$ cat config.mk
export PLATFORM = sky130hd
export DESIGN_NAME = excp_arbiter
export DESIGN_NICKNAME = d
export VERILOG_FILES = /design/src/rtl/excp_pkg.sv /design/src/rtl/excp_mask_filter.sv /design/src/rtl/excp_prio_pick.sv /design/src/rtl/excp_vector_map.sv /design/src/rtl/excp_arbiter.sv
export SDC_FILE = /design/constraint.sdc
export NUM_CORES = 1
export LEC_CHECK = 0
export BUFFER_PORTS_ARGS = -buffer_cell sky130_fd_sc_hd__buf_2
export CAP_MARGIN = 0
export CORE_UTILIZATION = 34
export DETAILED_ROUTE_END_ITERATION = 7
export PLACE_DENSITY_LB_ADDON = 0.08
export SLEW_MARGIN = 20
export SYNTH_ARGS = -nofsm -noshare
export SYNTH_HDL_FRONTEND = slang
export SYNTH_SLANG_ARGS = --single-unit
export TNS_END_PERCENT = 100
$ cat constraint.sdc
create_clock -name clk -period 0.8 [get_ports clk]
set_input_delay 0.08 -clock clk [delete_from_list [all_inputs] [get_ports clk]]
set_output_delay 0.08 -clock clk [all_outputs]
set_load 0.005 [all_outputs]
$ cat src/rtl/excp_pkg.sv
package excp_pkg;

   // Sources, indexed by rank (0 = most urgent)
   localparam int unsigned NSRC = 7;

   typedef enum logic [2:0] {
      SRC_RST  = 3'd0,
      SRC_DABT = 3'd1,
      SRC_FIQ  = 3'd2,
      SRC_IRQ  = 3'd3,
      SRC_PABT = 3'd4,
      SRC_UND  = 3'd5,
      SRC_SWI  = 3'd6
   } src_e;

   typedef enum logic [4:0] {
      MODE_USR = 5'b10000,
      MODE_FIQ = 5'b10001,
      MODE_IRQ = 5'b10010,
      MODE_SVC = 5'b10011,
      MODE_ABT = 5'b10111,
      MODE_UND = 5'b11011,
      MODE_SYS = 5'b11111
   } mode_e;

   localparam int unsigned OFS_W = 5;

   function automatic logic [OFS_W-1:0] vec_offset(src_e s);
      case (s)
         SRC_RST:  return 5'h00;
         SRC_UND:  return 5'h04;
         SRC_SWI:  return 5'h08;
         SRC_PABT: return 5'h0C;
         SRC_DABT: return 5'h10;
         SRC_IRQ:  return 5'h18;
         SRC_FIQ:  return 5'h1C;
         default:  return 5'h00;
      endcase
   endfunction

   function automatic mode_e entry_mode(src_e s);
      case (s)
         SRC_RST, SRC_SWI:   return MODE_SVC;
         SRC_UND:            return MODE_UND;
         SRC_PABT, SRC_DABT: return MODE_ABT;
         SRC_IRQ:            return MODE_IRQ;
         SRC_FIQ:            return MODE_FIQ;
         default:            return MODE_USR;
      endcase
   endfunction

endpackage

$ cat src/rtl/excp_mask_filter.sv
module excp_mask_filter
   import excp_pkg::*;
(
   input  logic            clk,
   input  logic            rst_n,
   input  logic            irq_mask_i,
   input  logic            fiq_mask_i,
   input  logic            rst_req_i,
   input  logic            dabt_req_i,
   input  logic            fiq_req_i,
   input  logic            irq_req_i,
   input  logic            pabt_req_i,
   input  logic            und_req_i,
   input  logic            swi_req_i,
   output logic [NSRC-1:0] live_o
);

   always_comb begin
      live_o           = '0;
      live_o[SRC_RST]  = rst_req_i;
      live_o[SRC_DABT] = dabt_req_i;
      live_o[SRC_FIQ]  = fiq_req_i & ~fiq_mask_i;
      live_o[SRC_IRQ]  = irq_req_i & ~irq_mask_i;
      live_o[SRC_PABT] = pabt_req_i;
      live_o[SRC_UND]  = und_req_i;
      live_o[SRC_SWI]  = swi_req_i;
   end

   AST_MASK_FIQ: assert property (@(posedge clk) disable iff (!rst_n)
      fiq_mask_i |-> !live_o[SRC_FIQ]);
   AST_MASK_IRQ: assert property (@(posedge clk) disable iff (!rst_n)
      irq_mask_i |-> !live_o[SRC_IRQ]);
   AST_ABORT_LIVE: assert property (@(posedge clk) disable iff (!rst_n)
      (dabt_req_i || pabt_req_i || rst_req_i) |-> (live_o[SRC_DABT] | live_o[SRC_PABT] | live_o[SRC_RST]));

endmodule

$ cat src/rtl/excp_prio_pick.sv
module excp_prio_pick
   import excp_pkg::*;
#(
   parameter int unsigned N     = NSRC,
   parameter int unsigned IDX_W = (N > 1) ? $clog2(N) : 1
)(
   input  logic             clk,
   input  logic             rst_n,
   input  logic [N-1:0]     req_i,
   output logic [N-1:0]     grant_o,
   output logic             any_o,
   output logic [IDX_W-1:0] idx_o
);

   if (N < 2) begin : g_chk_n
      $error("excp_prio_pick: N must be at least 2");
   end

   logic [N:0] blocked;
   assign blocked[0] = 1'b0;

   for (genvar i = 0; i < N; i++) begin : g_rank
      assign grant_o[i]    = req_i[i] & ~blocked[i];
      assign blocked[i+1]  = blocked[i] | req_i[i];
   end

   assign any_o = blocked[N];

   always_comb begin
      idx_o = '0;
      for (int k = N - 1; k >= 0; k--) begin
         if (grant_o[k]) idx_o = IDX_W'(k);
      end
   end

   AST_ONE_GRANT: assert property (@(posedge clk) disable iff (!rst_n)
      $onehot0(grant_o));
   AST_GRANT_IF_REQ: assert property (@(posedge clk) disable iff (!rst_n)
      (|req_i) |-> ($countones(grant_o) == 1));
   AST_TOP_WINS: assert property (@(posedge clk) disable iff (!rst_n)
      req_i[0] |-> grant_o[0]);

endmodule

$ cat src/rtl/excp_vector_map.sv
module excp_vector_map
   import excp_pkg::*;
#(
   parameter int unsigned        ADDR_W   = 32,
   parameter logic [ADDR_W-1:0]  LOW_BASE = '0,
   parameter logic [ADDR_W-1:0]  HIGH_BASE = 32'hFFFF_0000,
   parameter bit                 HIVEC_EN = 1'b1
)(
   input  src_e              src_i,
   input  logic              hivec_i,
   output logic [ADDR_W-1:0] vec_o,
   output mode_e             mode_o
);

   localparam int unsigned PAD_W = ADDR_W - OFS_W;

   if (ADDR_W < 8) begin : g_chk_w
      $error("excp_vector_map: ADDR_W too small");
   end
   if (LOW_BASE[OFS_W-1:0] != '0 || HIGH_BASE[OFS_W-1:0] != '0) begin : g_chk_base
      $error("excp_vector_map: base not aligned to the vector table");
   end

   logic [ADDR_W-1:0] base;

   if (HIVEC_EN) begin : g_hivec
      assign base = hivec_i ? HIGH_BASE : LOW_BASE;
   end else begin : g_lovec
      logic unused_hi;
      assign unused_hi = hivec_i;
      assign base      = LOW_BASE;
   end

   assign vec_o  = base | {{PAD_W{1'b0}}, vec_offset(src_i)};
   assign mode_o = entry_mode(src_i);

endmodule

$ cat src/rtl/excp_arbiter.sv
module excp_arbiter
   import excp_pkg::*;
#(
   parameter int unsigned        ADDR_W    = 32,
   parameter logic [ADDR_W-1:0]  LOW_BASE  = '0,
   parameter logic [ADDR_W-1:0]  HIGH_BASE = 32'hFFFF_0000,
   parameter bit                 HIVEC_EN  = 1'b1
)(
   input  logic              clk,
   input  logic              rst_n,
   input  logic              ready_i,
   input  logic              hivec_i,
   input  logic              irq_mask_i,
   input  logic              fiq_mask_i,
   input  logic              rst_req_i,
   input  logic              dabt_req_i,
   input  logic              fiq_req_i,
   input  logic              irq_req_i,
   input  logic              pabt_req_i,
   input  logic              und_req_i,
   input  logic              swi_req_i,
   output logic              take_o,
   output logic [ADDR_W-1:0] vector_o,
   output logic [4:0]        mode_o,
   output logic              irq_mask_o,
   output logic              fiq_mask_o
);

   localparam int unsigned IDX_W = $clog2(NSRC);

   logic [NSRC-1:0]   live;
   logic [NSRC-1:0]   grant;
   logic              any_live;
   logic [IDX_W-1:0]  win_idx;
   src_e              win_src;
   logic [ADDR_W-1:0] win_vec;
   mode_e             win_mode;
   logic              fire;

   excp_mask_filter u_filt (
      .clk        (clk),
      .rst_n      (rst_n),
      .irq_mask_i (irq_mask_i),
      .fiq_mask_i (fiq_mask_i),
      .rst_req_i  (rst_req_i),
      .dabt_req_i (dabt_req_i),
      .fiq_req_i  (fiq_req_i),
      .irq_req_i  (irq_req_i),
      .pabt_req_i (pabt_req_i),
      .und_req_i  (und_req_i),
      .swi_req_i  (swi_req_i),
      .live_o     (live)
   );

   excp_prio_pick #(.N(NSRC), .IDX_W(IDX_W)) u_pick (
      .clk     (clk),
      .rst_n   (rst_n),
      .req_i   (live),
      .grant_o (grant),
      .any_o   (any_live),
      .idx_o   (win_idx)
   );

   assign win_src = src_e'(win_idx);

   excp_vector_map #(
      .ADDR_W    (ADDR_W),
      .LOW_BASE  (LOW_BASE),
      .HIGH_BASE (HIGH_BASE),
      .HIVEC_EN  (HIVEC_EN)
   ) u_map (
      .src_i   (win_src),
      .hivec_i (hivec_i),
      .vec_o   (win_vec),
      .mode_o  (win_mode)
   );

   assign fire = any_live & ready_i;

   always_ff @(posedge clk or negedge rst_n) begin
      if (!rst_n) begin
         take_o     <= 1'b0;
         vector_o   <= '0;
         mode_o     <= MODE_USR;
         irq_mask_o <= 1'b0;
         fiq_mask_o <= 1'b0;
      end else if (fire) begin
         take_o     <= 1'b1;
         vector_o   <= win_vec;
         mode_o     <= win_mode;
         irq_mask_o <= 1'b1;
         fiq_mask_o <= grant[SRC_FIQ] | grant[SRC_RST];
      end else begin
         take_o     <= 1'b0;
         vector_o   <= '0;
         mode_o     <= MODE_USR;
         irq_mask_o <= 1'b0;
         fiq_mask_o <= 1'b0;
      end
   end

   AST_NO_RSVD_SLOT: assert property (@(posedge clk) disable iff (!rst_n)
      take_o |-> (vector_o[4:0] != 5'h14));
   AST_NOT_READY: assert property (@(posedge clk) disable iff (!rst_n)
      !ready_i |=> !take_o);
   AST_FIQ_ENTRY_MASKS: assert property (@(posedge clk) disable iff (!rst_n)
      (take_o && mode_o == MODE_FIQ) |-> (irq_mask_o && fiq_mask_o));
   AST_ENTRY_IRQ_MASK: assert property (@(posedge clk) disable iff (!rst_n)
      take_o |-> irq_mask_o);
   AST_IDLE_OUT: assert property (@(posedge clk) disable iff (!rst_n)
      !take_o |-> (vector_o == '0 && mode_o == MODE_USR && !irq_mask_o && !fiq_mask_o));
   AST_MASKED_ONLY: assert property (@(posedge clk) disable iff (!rst_n)
      (irq_mask_i && fiq_mask_i && !rst_req_i && !dabt_req_i && !pabt_req_i
       && !und_req_i && !swi_req_i) |=> !take_o);
   AST_RESET_TAKEN: assert property (@(posedge clk) disable iff (!rst_n)
      (rst_req_i && ready_i) |=> (take_o && mode_o == MODE_SVC));

endmodule

==> out/metrics.cfg <==
[status]
run_status=complete, but fails checks
violations=setup timing

[critical_path]
crit_buf_inv=2
path_cells=buf_6 -> buf_2
crit_path_top_delay_cell=dfrtp_2
cp-end-kind=output pin
critPathLaunchType=flip-flop
critPathArrivalTime_ns=0.93
worstPathMaxFanout=8
cp_data_required_time_ns=0.72
cp_top_family=flip-flops
setup.worst_path.start=vector_o[30]$_DFF_PN0_
crit_cells=2
critical_path_class=reg2out
cpPeakStageDelay_ns=0.41
endpoint=vector_o[26]

[timing]
rsz0062_at_grt=yes
setup_viol=25
period_needed_ns=1.011
drv_slew=0
setup_ws_ns=-0.2108
max_freq_mhz=989.3
hold_viol_final=0
whs_ns=0.05974
post-route-period-util_pct=126.3
finalSetupTns_ns=-3.350

[grt]
grt_pass1_vias=362
grtUsageTotal_pct=10.23
antenna_found_initial=0
grt_first_pass_wirelength_mm=1.518
gr-total-overflow=0
grt_start_max_net_pins=17

[cts]
cts-buffers-inserted=3
cts_tree=done
clockRootBuffer=clkbuf_4
cts_num_sinks=10
path_clk_slew_ns=0.07
htree_levels=1
clockBufferDepth=2

[cells_and_area]
multi_input_area_um2=230.2
final_nets=113
area_growth_pct=21.30
stdcell_count=124
drive_gt1_share_pct=51.52
seqCellArea_um2=251.5
num_antenna_cells=0
nFillCells=188

[floorplan]
dieWidth_um=46.58
rows=15
io-pin-count=53
start_util_pct=37.50
coreArea_um2=1802
die_area_um2=2170
die_h_um=46.58

[routing]
ant_nets=0
viasPerCell=3.968
num_vias=492
totalWireLength_mm=1.039
drc=0
dr.first_iter.drc_count=1
avgRoutedWirePerCell_um=8.379
firstDrtPassIters=2

[place]
dpl.hpwl_um=845.8
dp_cells=117
place_congestion=0.7634
port_buffers=38
pre_cts_slack_ns=-0.03046

[synth]
syn_inst=70
avgSynthCellArea_um2=9.652
synth_seq_cells=10
netlist_area_um2=675.6
synth_seq_area_share_pct=37.04
yosysWarnings=0
ys_types=23

[power]
p_leak_nw=0.4633
power_density_nw_per_um2=1402
vdd_drop_max_mv=0.5411

[min_path]
hp-class=in2reg
min-delay-start=hivec_i

[job]
maxCapViolCount=0

==> cell type report <==
class,count,area share (%)
Tap cell,25,3.817
Timing Repair Buffer,44,33.74
Clock buffer,4,3.206
Multi-Input combinational cell,40,28.09
Inverter,1,0.4580
Sequential cell,10,30.69
==> per-stage QoR <==
step	utilization (%)	power, mW	area (um2)
floorplan	-	0.7527	721.9
global placement	40.49	0.7757	729.5
detailed placement	40.49	0.7759	729.5
CTS	42.50	1.143	765.7
global route	45.49	1.238	819.5
finish	45.49	1.149	819.5
==> sequential cells by signal, summed over array words and instances (netlist names) <==
signal	cells
fiq_mask_o	1
irq_mask_o	1
mode_o	4
vector_o	4
==> synthesized netlist by cell type <==
library cell | n | share of area, %
nor2_1 | 5 | 2.8
nand4_1 | 1 | 0.93
and2_1 | 1 | 0.93
nand2b_4 | 1 | 2.0
o21ai_0 | 1 | 0.74
nor3_1 | 1 | 0.74
and3_1 | 1 | 0.93
and2b_1 | 1 | 1.1
nor3_2 | 2 | 3.0
and4_1 | 1 | 1.3
nand2b_1 | 2 | 1.9
o311a_1 | 1 | 1.5
buf_4 | 30 | 33
conb_1 | 2 | 1.1
o21a_1 | 1 | 1.1
buf_6 | 1 | 1.7
nor2b_1 | 1 | 0.93
nand2b_2 | 1 | 1.3
inv_1 | 1 | 0.56
a211oi_1 | 2 | 2.2
o31ai_1 | 1 | 1.1
dfrtp_1 | 10 | 37
a31oi_1 | 2 | 1.9
==> routing by layer <==
metal	GRT usage, %	share of wire (%)	wire (um)
met5	0	0	0
met4	10.59	0	0
met3	0	8.3	86
met2	14.17	48	495
met1	13.78	44	457
==> worst min-delay path by stage <==
stage / slack, ns / cells after the start / end
floorplan: -0.22 / 0 / fiq_mask_o$_DFF_PN0_
global placement: -0.05 / 1 / vector_o[2]$_DFF_PN0_
detailed placement: -0.05 / 1 / mode_o[2]$_DFF_PN0_
CTS: 0.05 / 2 / vector_o[30]$_DFF_PN0_
global route: 0.05 / 2 / vector_o[30]$_DFF_PN0_
finish: 0.06 / 2 / vector_o[30]$_DFF_PN0_
==> layout by cell type, fill, tap and decap left out, types with 2 or more instances in the layout <==
cell type / Yosys / layout
buf_2: 0 / 33
conb_1: 2 / 14
dfrtp_1: 10 / 9
buf_6: 1 / 7
nor2_1: 5 / 5
clkbuf_4: 0 / 3
buf_4: 30 / 3
nor3_2: 2 / 2
nand2b_1: 2 / 2
a31oi_1: 2 / 2
a211oi_1: 2 / 2
==> cells by family (layout without fill, tap and decap cells) <==
family / count (synthesis) / after routing / share of synthesized area (%)
compound gates: 8 / 8 / 8.518
simple gates: 18 / 18 / 17.78
buf+inv: 32 / 49 / 35.56
other cells: 2 / 14 / 1.112
flops: 10 / 10 / 37.04
==> power by group <==
part	internal, mW	leakage (nW)	switching, mW	total (mW)
registers	0.530	0.127	0.00643	0.537
clock network	0.192	0.0150	0.160	0.352
logic	0.135	0.321	0.125	0.261
==> repair_timing <==
action	in CTS	in global routing
setup buffers	0	2
gates resized for setup	0	9
hold buffers	1	0
hold endpoints to repair	10	0
setup endpoints to repair	26	26
Power figures use the tool's default switching activity.
